--- config.mk ---
export PLATFORM = sky130hd
export DESIGN_NAME = lif_neuron
export DESIGN_NICKNAME = d
export VERILOG_FILES = /design/src/rtl/lif_pkg.sv /design/src/rtl/lif_step_ctrl.sv /design/src/rtl/lif_accum.sv /design/src/rtl/lif_membrane.sv /design/src/rtl/lif_neuron.sv
export SDC_FILE = /design/constraint.sdc
export NUM_CORES = 1
export LEC_CHECK = 0
export BUFFER_PORTS_ARGS = -buffer_cell sky130_fd_sc_hd__buf_2
export CAP_MARGIN = 10
export CORE_UTILIZATION = 30
export DETAILED_ROUTE_END_ITERATION = 10
export HOLD_SLACK_MARGIN = 0.08
export PLACE_DENSITY = 0.48
export SLEW_MARGIN = 20
export SYNTH_ARGS = -nofsm -noshare
export SYNTH_HDL_FRONTEND = slang
export SYNTH_SLANG_ARGS = --single-unit
export TNS_END_PERCENT = 30
--- constraint.sdc ---
create_clock -name clk -period 17.6 [get_ports clk]
set_clock_uncertainty 0.2 [all_clocks]
set_input_delay 3.52 -clock clk [delete_from_list [all_inputs] [get_ports clk]]
set_output_delay 3.52 -clock clk [all_outputs]
set_load 0.01 [all_outputs]
--- src/rtl/lif_pkg.sv ---
package lif_pkg;

  typedef enum logic [1:0] {
    ST_IDLE = 2'd0,
    ST_ACC  = 2'd1,
    ST_UPD  = 2'd2
  } step_state_e;

  // Old potential scaled by the leak factor: floor(u * a / 2^frac).
  function automatic longint leak_apply(input longint u, input longint a,
                                        input int frac, input logic bypass);
    longint prod;
    prod = u * a;
    if (bypass) return u;
    return prod >>> frac;
  endfunction

  // Clamp a wide signed value into a w-bit signed range.
  function automatic longint sat_clamp(input longint v, input int w);
    longint hi;
    longint lo;
    hi = (longint'(1) <<< (w - 1)) - 1;
    lo = -(longint'(1) <<< (w - 1));
    if (v > hi) return hi;
    if (v < lo) return lo;
    return v;
  endfunction

  function automatic logic is_above(input longint v, input int w);
    return v > ((longint'(1) <<< (w - 1)) - 1);
  endfunction

  function automatic logic is_below(input longint v, input int w);
    return v < -(longint'(1) <<< (w - 1));
  endfunction

endpackage

--- src/rtl/lif_step_ctrl.sv ---
module lif_step_ctrl
  import lif_pkg::*;
#(
  parameter int N_INPUTS = 8,
  parameter int IDX_W    = 3
) (
  input  logic             clk,
  input  logic             rst_n,
  input  logic             sample_start,
  input  logic             step_valid,
  output logic [IDX_W-1:0] in_idx,
  output logic             busy,
  output logic             load_evt,
  output logic             acc_evt,
  output logic             upd_evt,
  output logic             step_done
);

  localparam logic [IDX_W-1:0] LAST_IDX = IDX_W'(N_INPUTS - 1);

  step_state_e state_q;
  logic [IDX_W-1:0] idx_q;

  assign in_idx   = idx_q;
  assign busy     = (state_q != ST_IDLE);
  assign load_evt = (state_q == ST_IDLE) && step_valid && !sample_start;
  assign acc_evt  = (state_q == ST_ACC) && !sample_start;
  assign upd_evt  = (state_q == ST_UPD) && !sample_start;

  always_ff @(posedge clk) begin
    if (!rst_n || sample_start) begin
      state_q   <= ST_IDLE;
      idx_q     <= '0;
      step_done <= 1'b0;
    end else begin
      step_done <= 1'b0;
      unique case (state_q)
        ST_IDLE: begin
          idx_q <= '0;
          if (step_valid) state_q <= ST_ACC;
        end
        ST_ACC: begin
          if (idx_q == LAST_IDX) state_q <= ST_UPD;
          else                   idx_q   <= idx_q + 1'b1;
        end
        ST_UPD: begin
          state_q   <= ST_IDLE;
          idx_q     <= '0;
          step_done <= 1'b1;
        end
        default: state_q <= ST_IDLE;
      endcase
    end
  end

endmodule

--- src/rtl/lif_accum.sv ---
module lif_accum #(
  parameter int W_W   = 16,
  parameter int ACC_W = 20
) (
  input  logic                    clk,
  input  logic                    rst_n,
  input  logic                    clear,
  input  logic                    load,
  input  logic                    add_en,
  input  logic signed [W_W-1:0]   bias,
  input  logic signed [W_W-1:0]   weight,
  input  logic                    spike_bit,
  output logic signed [ACC_W-1:0] acc
);

  localparam int EXT = ACC_W - W_W;

  logic signed [ACC_W-1:0] bias_ext;
  logic signed [ACC_W-1:0] w_ext;

  assign bias_ext = {{EXT{bias[W_W-1]}}, bias};
  assign w_ext    = spike_bit ? {{EXT{weight[W_W-1]}}, weight} : '0;

  always_ff @(posedge clk) begin
    if (!rst_n || clear) acc <= '0;
    else if (load)       acc <= bias_ext;
    else if (add_en)     acc <= acc + w_ext;
  end

endmodule

--- src/rtl/lif_membrane.sv ---
module lif_membrane
  import lif_pkg::*;
#(
  parameter int U_W     = 24,
  parameter int ACC_W   = 20,
  parameter int TH_W    = 16,
  parameter int ALPHA_W = 8
) (
  input  logic                    clk,
  input  logic                    rst_n,
  input  logic                    clear,
  input  logic                    update,
  input  logic signed [ACC_W-1:0] acc,
  input  logic [ALPHA_W-1:0]      alpha_frac,
  input  logic                    alpha_unity,
  input  logic signed [TH_W-1:0]  threshold,
  output logic signed [U_W-1:0]   membrane,
  output logic                    spike,
  output logic                    sat_hi_evt,
  output logic                    sat_lo_evt,
  output logic                    fire_evt
);

  longint leaked;
  longint raw;
  longint clamped;
  logic signed [U_W-1:0] u_next;

  always_comb begin
    leaked  = leak_apply(longint'(membrane), longint'(alpha_frac), ALPHA_W, alpha_unity);
    raw     = leaked + longint'(acc) - (spike ? longint'(threshold) : longint'(0));
    clamped = sat_clamp(raw, U_W);
    u_next  = clamped[U_W-1:0];
    sat_hi_evt = is_above(raw, U_W);
    sat_lo_evt = is_below(raw, U_W);
    fire_evt   = longint'(u_next) >= longint'(threshold);
  end

  always_ff @(posedge clk) begin
    if (!rst_n || clear) begin
      membrane <= '0;
      spike    <= 1'b0;
    end else if (update) begin
      membrane <= u_next;
      spike    <= fire_evt;
    end
  end

endmodule

--- src/rtl/lif_neuron.sv ---
module lif_neuron #(
  parameter int N_INPUTS = 8,
  parameter int W_W      = 16,
  parameter int U_W      = 24,
  parameter int ALPHA_W  = 8,
  parameter int IDX_W    = (N_INPUTS > 1) ? $clog2(N_INPUTS) : 1
) (
  input  logic                  clk,
  input  logic                  rst_n,
  input  logic                  sample_start,
  input  logic                  step_valid,
  input  logic [ALPHA_W-1:0]    alpha_frac,
  input  logic                  alpha_unity,
  input  logic signed [W_W-1:0] threshold,
  input  logic signed [W_W-1:0] bias,
  input  logic signed [W_W-1:0] in_weight,
  input  logic                  in_spike,
  output logic [IDX_W-1:0]      in_idx,
  output logic                  busy,
  output logic                  step_done,
  output logic                  spike_out,
  output logic signed [U_W-1:0] membrane_out
);

  localparam int ACC_W = W_W + $clog2(N_INPUTS + 1) + 1;

  logic load_evt;
  logic acc_evt;
  logic upd_evt;
  logic sat_hi_evt;
  logic sat_lo_evt;
  logic fire_evt;
  logic signed [ACC_W-1:0] acc;

  lif_step_ctrl #(.N_INPUTS(N_INPUTS), .IDX_W(IDX_W)) ctrl_i (
    .clk(clk), .rst_n(rst_n), .sample_start(sample_start),
    .step_valid(step_valid), .in_idx(in_idx), .busy(busy),
    .load_evt(load_evt), .acc_evt(acc_evt), .upd_evt(upd_evt),
    .step_done(step_done)
  );

  lif_accum #(.W_W(W_W), .ACC_W(ACC_W)) accum_i (
    .clk(clk), .rst_n(rst_n), .clear(sample_start), .load(load_evt),
    .add_en(acc_evt), .bias(bias), .weight(in_weight),
    .spike_bit(in_spike), .acc(acc)
  );

  lif_membrane #(.U_W(U_W), .ACC_W(ACC_W), .TH_W(W_W), .ALPHA_W(ALPHA_W)) mem_i (
    .clk(clk), .rst_n(rst_n), .clear(sample_start), .update(upd_evt),
    .acc(acc), .alpha_frac(alpha_frac), .alpha_unity(alpha_unity),
    .threshold(threshold), .membrane(membrane_out), .spike(spike_out),
    .sat_hi_evt(sat_hi_evt), .sat_lo_evt(sat_lo_evt), .fire_evt(fire_evt)
  );

endmodule

======== Word level (Yosys, flattened, before mapping) ========
Index checks and enable logic that the tools add are counted.
word-level totals
  register bits ........................... 52
  output and inout bits ................... 30
cells by class
  add/subtract/negate cells ............... 4
  $mul .................................... 1
  order comparisons ....................... 3
  eq/ne operators ......................... 6
  muxes and demuxes ....................... 20
  reductions and logical operators ........ 14
operator list
  kind                    count
  $mux W64                3
  $mux W24                3
  $add A64 B21 Y64        1
  $gt A64 B24 Y1 const B  1
  $lt A64 B24 Y1 const B  1
  $sub A64 B64 Y64        1
  $mux W21                3
  $mul A24 B9 Y33         1
  $ge A24 B16 Y1          1
  $mux W23                1
  $add A21 B21 Y21        1
  $ne A2 B2 Y1 const B    3
  $pmux W3 S2             1
  $reduce_bool A2 Y1      3
  $mux W1                 5
  $logic_and A1 B1 Y1     4
  $mux W2                 2
  $pmux W2 S2             1
  $reduce_and A2 Y1       2
  $add A3 B1 Y3 const B   1
  $eq A3 B3 Y1 const B    1
  $mux W3                 1
  $eq A2 B1 Y1 const B    1
  $eq A2 B2 Y1 const B    1
  other kinds (4)         5

======== Depth between registers and ports, before layout ========
Gate-level depths: netlist of the first run.
  depth after elaboration ................. 10
  gate-level depth with buffers ........... 50
  gate-level depth less buffers ........... 48

======== Modules after synthesis ========
A second synthesis of the first run with hierarchy kept.
second synthesis, totals
  cell total of the unflattened synthesis .. 1573
  area total of the unflattened synthesis .. 12976.2 sq um
modules (own cells, without submodules)
  module         instances  cells an instance  area an instance (sq um)  seq. area each (sq um)
  lif_membrane   1          1285               10695.3                   500.5
  lif_accum      1          260                2001.9                    420.4
  lif_step_ctrl  1          28                 279.0                     120.1

======== Worst setup path before layout of the first run ========
Ideal clock, no wire load.
  kind .................................... input to register
  start point ............................. input port alpha_frac[2]
  end point ............................... register mem_i.spike
  library setup time ...................... 0.133 ns
  arrival ................................. 14.062 ns
  data required time ...................... 17.267 ns
  slack ................................... 3.205 ns
  cell stages on the path ................. 46
  path buffers ............................ 2
  cells stage by stage .................... clkbuf_1 -> nand2_1 -> fa_1 -> inv_1 -> fa_1 -> inv_1 -> fa_1 -> inv_1 -> fa_1 -> ha_1 -> nor4_1 -> o21ai_0 -> a221oi_2 -> a21oi_1 -> a21oi_1 -> o21bai_1 -> a21o_1 -> a21boi_0 -> [10 not listed] -> a21o_1 -> fa_1 -> or4_1 -> or3_1 -> o41ai_4 -> clkbuf_1 -> nand2_1 -> ha_1 -> a21o_1 -> a21o_1 -> a21o_1 -> a21o_1 -> a21oi_1 -> o22ai_1 -> a211o_1 -> a21oi_1 -> mux2i_1 -> a31oi_1
RTL lines
  what                    line                source
  start: declaration      lif_neuron.sv:12    input logic [ALPHA_W-1:0] alpha_frac,
  end signal: assignment  lif_membrane.sv:45  spike <= fire_evt;
  end: declaration        lif_membrane.sv:18  output logic spike,

==> results of run 1 <==
[final cells by class]
type	instances	area, sq um	share of cell area
multi-input cells	1162	10300	0.754
clock inverters	1	30.0	0.00220
diodes	1	2.50	0.000184
inverters	255	957	0.0702
repair buffers	98	508	0.0373
clock buffers	7	153	0.0112
flip-flops and latches	52	1040	0.0764
well taps	532	666	0.0488
[worst paths after layout]
check | endpoint | depth (start not counted) | slack [ns] | from
max | mem_i.spike | 45 | 2.18 | alpha_frac[2]
max reg2reg | mem_i.spike | 44 | 5.22 | mem_i.membrane[5]
min reg2reg | ctrl_i.in_idx[1] | 2 | 0.30 | ctrl_i.in_idx[1]
min | ctrl_i.in_idx[1] | 2 | 0.30 | ctrl_i.in_idx[1]
[worst max-delay path, delay by kind of cell]
| family | cells | cell delay, ns |
|---|---|---|
| AO/OA/AOI/OAI | 22 | 5.25 |
| adder cells (fa/ha/maj) | 9 | 3.83 |
| buffers and inverters | 6 | 0.93 |
| multiplexers | 1 | 0.20 |
| AND/OR/NAND/NOR | 7 | 1.61 |
[flip-flops by register name, summed over array words and instances, names as in the netlist]
| signal | cells |
|---|---|
| mem_i.membrane | 24 |
| ctrl_i.state_q | 2 |
| ctrl_i.in_idx | 3 |
| accum_i.acc | 21 |
| mem_i.spike | 1 |
| ctrl_i.step_done | 1 |
[kinds of logic after synthesis]
logic type | after synthesis | synth area share
muxes | 3 | 0.00239
adders and majority gates | 317 | 0.425
DFF | 52 | 0.0830
AOI/OAI and AO/OA | 291 | 0.155
xor gates and xnor gates | 58 | 0.0405
buffers and inverters | 324 | 0.0990
and+or+nand+nor | 493 | 0.195
[metal layers]
| metal | global-route usage | vias to the layer above |
|---|---|---|
| met5 | 0 | - |
| met3 | 0.0210 | 27 |
| met2 | 0.271 | 156 |
| met1 | 0.233 | 4804 |
| met4 | 0.0255 | 4 |
| li1 | - | 5033 |
[report_power, final]
group          switching, mW  internal [mW]
combinational          0.148          0.105
clock                 0.0479         0.0751
sequential           0.00184          0.119
total                  0.198          0.300
[through the flow]
stage                     instances  hold WS (ns)  utilization
final                          2108         0.305        0.332
after global routing           2107         0.346        0.332
after CTS                      2106         0.309        0.332
after detailed placement       2098         0.298        0.328
after global placement         2098         0.294        0.328
after floorplan                1538         0.272            -
[cells in the mapped netlist, types with 4 or more instances]
master	n	area share
nand2_2	10	0.0050
nor3_1	28	0.011
dfxtp_1	52	0.083
fa_1	182	0.29
inv_1	255	0.076
nand3_1	10	0.0040
xnor2_1	36	0.025
xor2_1	22	0.015
nor2b_1	9	0.0045
o211ai_1	7	0.0042
clkbuf_1	60	0.018
a21o_1	33	0.020
buf_1	4	0.0012
ha_1	135	0.13
a31oi_1	6	0.0030
a311oi_1	4	0.0028
nand2_1	175	0.052
a21oi_1	84	0.034
a211oi_1	10	0.0060
nand4_1	9	0.0045
o31ai_1	5	0.0030
a221oi_1	5	0.0035
o21ai_0	63	0.025
or3_1	7	0.0035
o21a_1	14	0.0084
o21bai_1	6	0.0036
nand2b_1	9	0.0045
and2_1	141	0.070
a211o_1	4	0.0028
a21oi_2	11	0.0077
nor2_1	75	0.022
==> flow_summary.ini, run 1 <==
[outcome]
outcome = complete, but fails checks
violations = design-rule violations

[sta]
max_freq_mhz = 64.8
worst_pin_slew_ns = 0.791
finalCriticalPeriod_ns = 15.42
rsz0062_at_grt = false
drv_slew = 0
finalCritPeriodShare = 0.876
finalSetupViolCount = 0
slew_headroom = 0.471
tns_ns = 0
hold_viol = 0
layout_setup_ws_ns = 2.18

[floorplan]
core_area_sq_um = 41000
die-width_um = 206
die_h_um = 206
num_rows = 74
die_area_sq_um = 42600
num_io_pins = 92
initial_core_util = 0.306

[pwr]
powerDensity_nw_per_um2 = 36.5
leakage_nw = 7.12
irDropWorstVdd_mv = 0.0373
finalPower_mw = 0.497

[cts]
post_cts_buffers = 0
clk_pin_slew_worst_paths_ns = 0.07
cts_sinks = 52
cts_root_buf = clkbuf_16
h-tree-depth = 2
cts_tree = done
postCtsResizedCells = 0
cts_hold_buf = 0
clock_latency_ns = 0.31
numCtsBuffers = 5
cts_max_path_buffers = 2

[route]
ant_nets = 0
wl_met3_mm = 1.11
vias_per_cell = 4.76
drt_iter0_markers = 382
drt-total-wl_mm = 33.1
wirelength_met1_mm = 16.4
via_count = 10000
drc = 4
dr.pass1.iters = 8
top_layer = met5
wl_met2_mm = 15.2
routedWlPerCell_um = 15.7

[logic_synthesis]
syn-num-nets = 1917
synth_ff_type = dfxtp_1
synth_warnings = 0
synth_edf_count = 0
syn_avg_cell_area_sq_um = 8.16
seq_area_frac_synth = 0.0830
ys_seq_elements = 52
syn_inst = 1538
syn_area_sq_um = 12500
postSynth.asyncResetShare = 0
ys_types = 71

[job]
drv_cap = 0

[critical_path]
path_max_fanout = 24
critPathMaxStageDelay_ns = 0.59
startpoint_type = primary input
crit_top_cell = fa_1
cp-end-kind = register
cp.arrival_ns = 15.39
crit_type = primary input to register
cp_slowest_cell = a221oi_2
worstPathRequired_ns = 17.57

[final_layout]
final_nets = 1953
final_cell_mix = 255 x inv_1, 182 x fa_1, 175 x nand2_1
syn_to_final_growth_pct = 8.68
fill_cells = 4408
drive_above_1_share = 0.0927
layout_commonest_cell = inv_1
final_area_sq_um = 13600

[worst_hold_path]
min_path_type = register to register

[grt]
grt_pass1_vias = 10500
grt_pass1_wl_mm = 55.6
grt.total_usage = 0.165
grt_max_degree = 48
antenna_found_initial = 2
overflow = 0

[placement]
placed_area_sq_um = 13400
io_buffers = 91
pre_cts_ws_ns = 1.50
place_congestion = 0.832
dp_hpwl_mm = 26.9
Note: power is estimated with default switching activity, not from simulation.
==> run 2, diff against run 1 <==
--- a/config.mk
+++ b/config.mk
@@ -7,10 +7,12 @@
 export LEC_CHECK = 0
 export BUFFER_PORTS_ARGS = -buffer_cell sky130_fd_sc_hd__buf_2
 export CAP_MARGIN = 10
+export CELL_PAD_IN_SITES_DETAIL_PLACEMENT = 1
+export CELL_PAD_IN_SITES_GLOBAL_PLACEMENT = 1
 export CORE_UTILIZATION = 30
 export DETAILED_ROUTE_END_ITERATION = 10
 export HOLD_SLACK_MARGIN = 0.08
-export PLACE_DENSITY = 0.48
+export PLACE_DENSITY = 0.6
 export SLEW_MARGIN = 20
 export SYNTH_ARGS = -nofsm -noshare
 export SYNTH_HDL_FRONTEND = slang
==> flow_summary.ini, run 2 (synthesis gave the netlist of run 1 again) <==
[grt]
grt_pass1_vias = 11100
grt.total_usage = 0.177
grt_max_degree = 48
antenna_found_initial = 2
overflow = 0
grt_pass1_wl_mm = 59.6

[final_layout]
final_nets = 1952
multiInputGateArea_sq_um = 10300
post-route-util = 0.331
largest_reg_flops = 24
fin_cells = 2106
final_area_sq_um = 13600
seq_area_sq_um = 1040
n_antenna_cell = 0
final_cell_mix = 255 x inv_1, 182 x fa_1, 175 x nand2_1
fill_cells = 4938
top_register = mem_i.membrane
drive_above_1_share = 0.0921
syn_to_final_growth_pct = 8.35
layout_commonest_cell = inv_1

[critical_path]
path_max_fanout = 24
r2r-start = mem_i.membrane[5]
r2r_setup_slack_ns = 4.94
cp-end-kind = register
cp_slowest_cell = a221oi_2
cp.arrival_ns = 15.61
worstPathRequired_ns = 17.60
startpoint_type = primary input
crit_type = primary input to register
worst_r2r_path_depth = 45
critPathMaxStageDelay_ns = 0.66
crit_path_end = mem_i.spike
crit_top_cell = fa_1
setup.worst_path.start = alpha_frac[2]
rr_endpoint = mem_i.spike

[cts]
cts_hold_buf = 0
numCtsBuffers = 5
h-tree-depth = 2
clock_latency_ns = 0.32
post_cts_buffers = 0
postCtsResizedCells = 0
cts_max_path_buffers = 2
clk_pin_slew_worst_paths_ns = 0.08
cts_sinks = 52
cts_tree = done
cts_root_buf = clkbuf_16

[sta]
worst_pin_slew_ns = 0.868
slew_headroom = 0.419
max_freq_mhz = 64.1
hold-worst-slack_ns = 0.298
finalCritPeriodShare = 0.887
drv_slew = 0
rsz0062_at_grt = false
tns_ns = 0
finalSetupViolCount = 0
hold_viol = 0
finalCriticalPeriod_ns = 15.61

[placement]
place_congestion = 0.803
dp_cells = 2098
io_buffers = 91
dp_hpwl_mm = 29.5
placed_area_sq_um = 13400

[route]
routedWlPerCell_um = 17.0
drt_iter0_markers = 329
dr.pass1.iters = 7
via_count = 10300
vias_per_cell = 4.90
drt-total-wl_mm = 35.8
drc = 3
ant_nets = 0

[outcome]
outcome = complete, but fails checks
violations = design-rule violations

[floorplan]
die-width_um = 206
num_io_pins = 92
die_area_sq_um = 42600
core_area_sq_um = 41000
num_rows = 74
die_h_um = 206
initial_core_util = 0.306

[worst_hold_path]
min_path_type = register to register

[pwr]
leakage_nw = 7.10
irDropWorstVdd_mv = 0.0354
powerDensity_nw_per_um2 = 35.9

[job]
drv_cap = 0
run 2: metal layers:
| layer | wire [um] | vias up | track usage | part of all wire |
|---|---|---|---|---|
| li1 | - | 5021 | - | - |
| met2 | 17000 | 98 | 0.299 | 0.48 |
| met5 | 18 | - | 0 | 0.00050 |
| met3 | 781 | 27 | 0.0156 | 0.022 |
| met1 | 17500 | 5166 | 0.245 | 0.49 |
| met4 | 459 | 4 | 0.0326 | 0.013 |
run 2: area by class of cell:
type                    count  area share
well taps                 532      0.0490
clock buffers               5     0.00921
repair buffers             97      0.0368
clock inverters             3     0.00193
flip-flops and latches     52      0.0766
inverters                 255      0.0704
multi-input cells        1162       0.756
run 2: how the worst min path moves through the flow:
stage | start | end | slack (ns) | depth (start not counted)
final | ctrl_i.in_idx[1] | ctrl_i.in_idx[1] | 0.30 | 2
after global routing | accum_i.acc[6] | accum_i.acc[6] | 0.34 | 2
after CTS | ctrl_i.in_idx[1] | ctrl_i.in_idx[1] | 0.30 | 2
after detailed placement | ctrl_i.in_idx[1] | ctrl_i.in_idx[1] | 0.29 | 2
after global placement | ctrl_i.in_idx[2] | ctrl_i.in_idx[2] | 0.28 | 2
after floorplan | accum_i.acc[3] | accum_i.acc[3] | 0.27 | 2
run 2: per-stage QoR:
stage	worst slack (ns)	power, mW
6_report	1.99	0.488
5_1_grt	1.21	0.529
4_1_cts	1.93	0.495
3_5_place_dp	1.64	0.382
3_3_place_gp	1.84	0.376
2_1_floorplan	3.21	0.317
run 2: worst max-delay path, delay by kind of cell:
| kind | cells | cell delay, ns |
|---|---|---|
| muxes | 1 | 0.20 |
| and+or+nand+nor | 7 | 1.57 |
| buffers and inverters | 6 | 0.96 |
| adders and majority gates | 9 | 3.74 |
| AOI/OAI and AO/OA | 22 | 5.42 |
| xor gates and xnor gates | 1 | 0.15 |
run 2: power breakdown:
part           total (mW)  switching, mW  leakage, nW  internal (mW)
clock               0.109         0.0552       0.0744         0.0541
combinational       0.257          0.152         6.61          0.105
sequential          0.121        0.00200        0.421          0.119
total               0.488          0.210         7.10          0.278
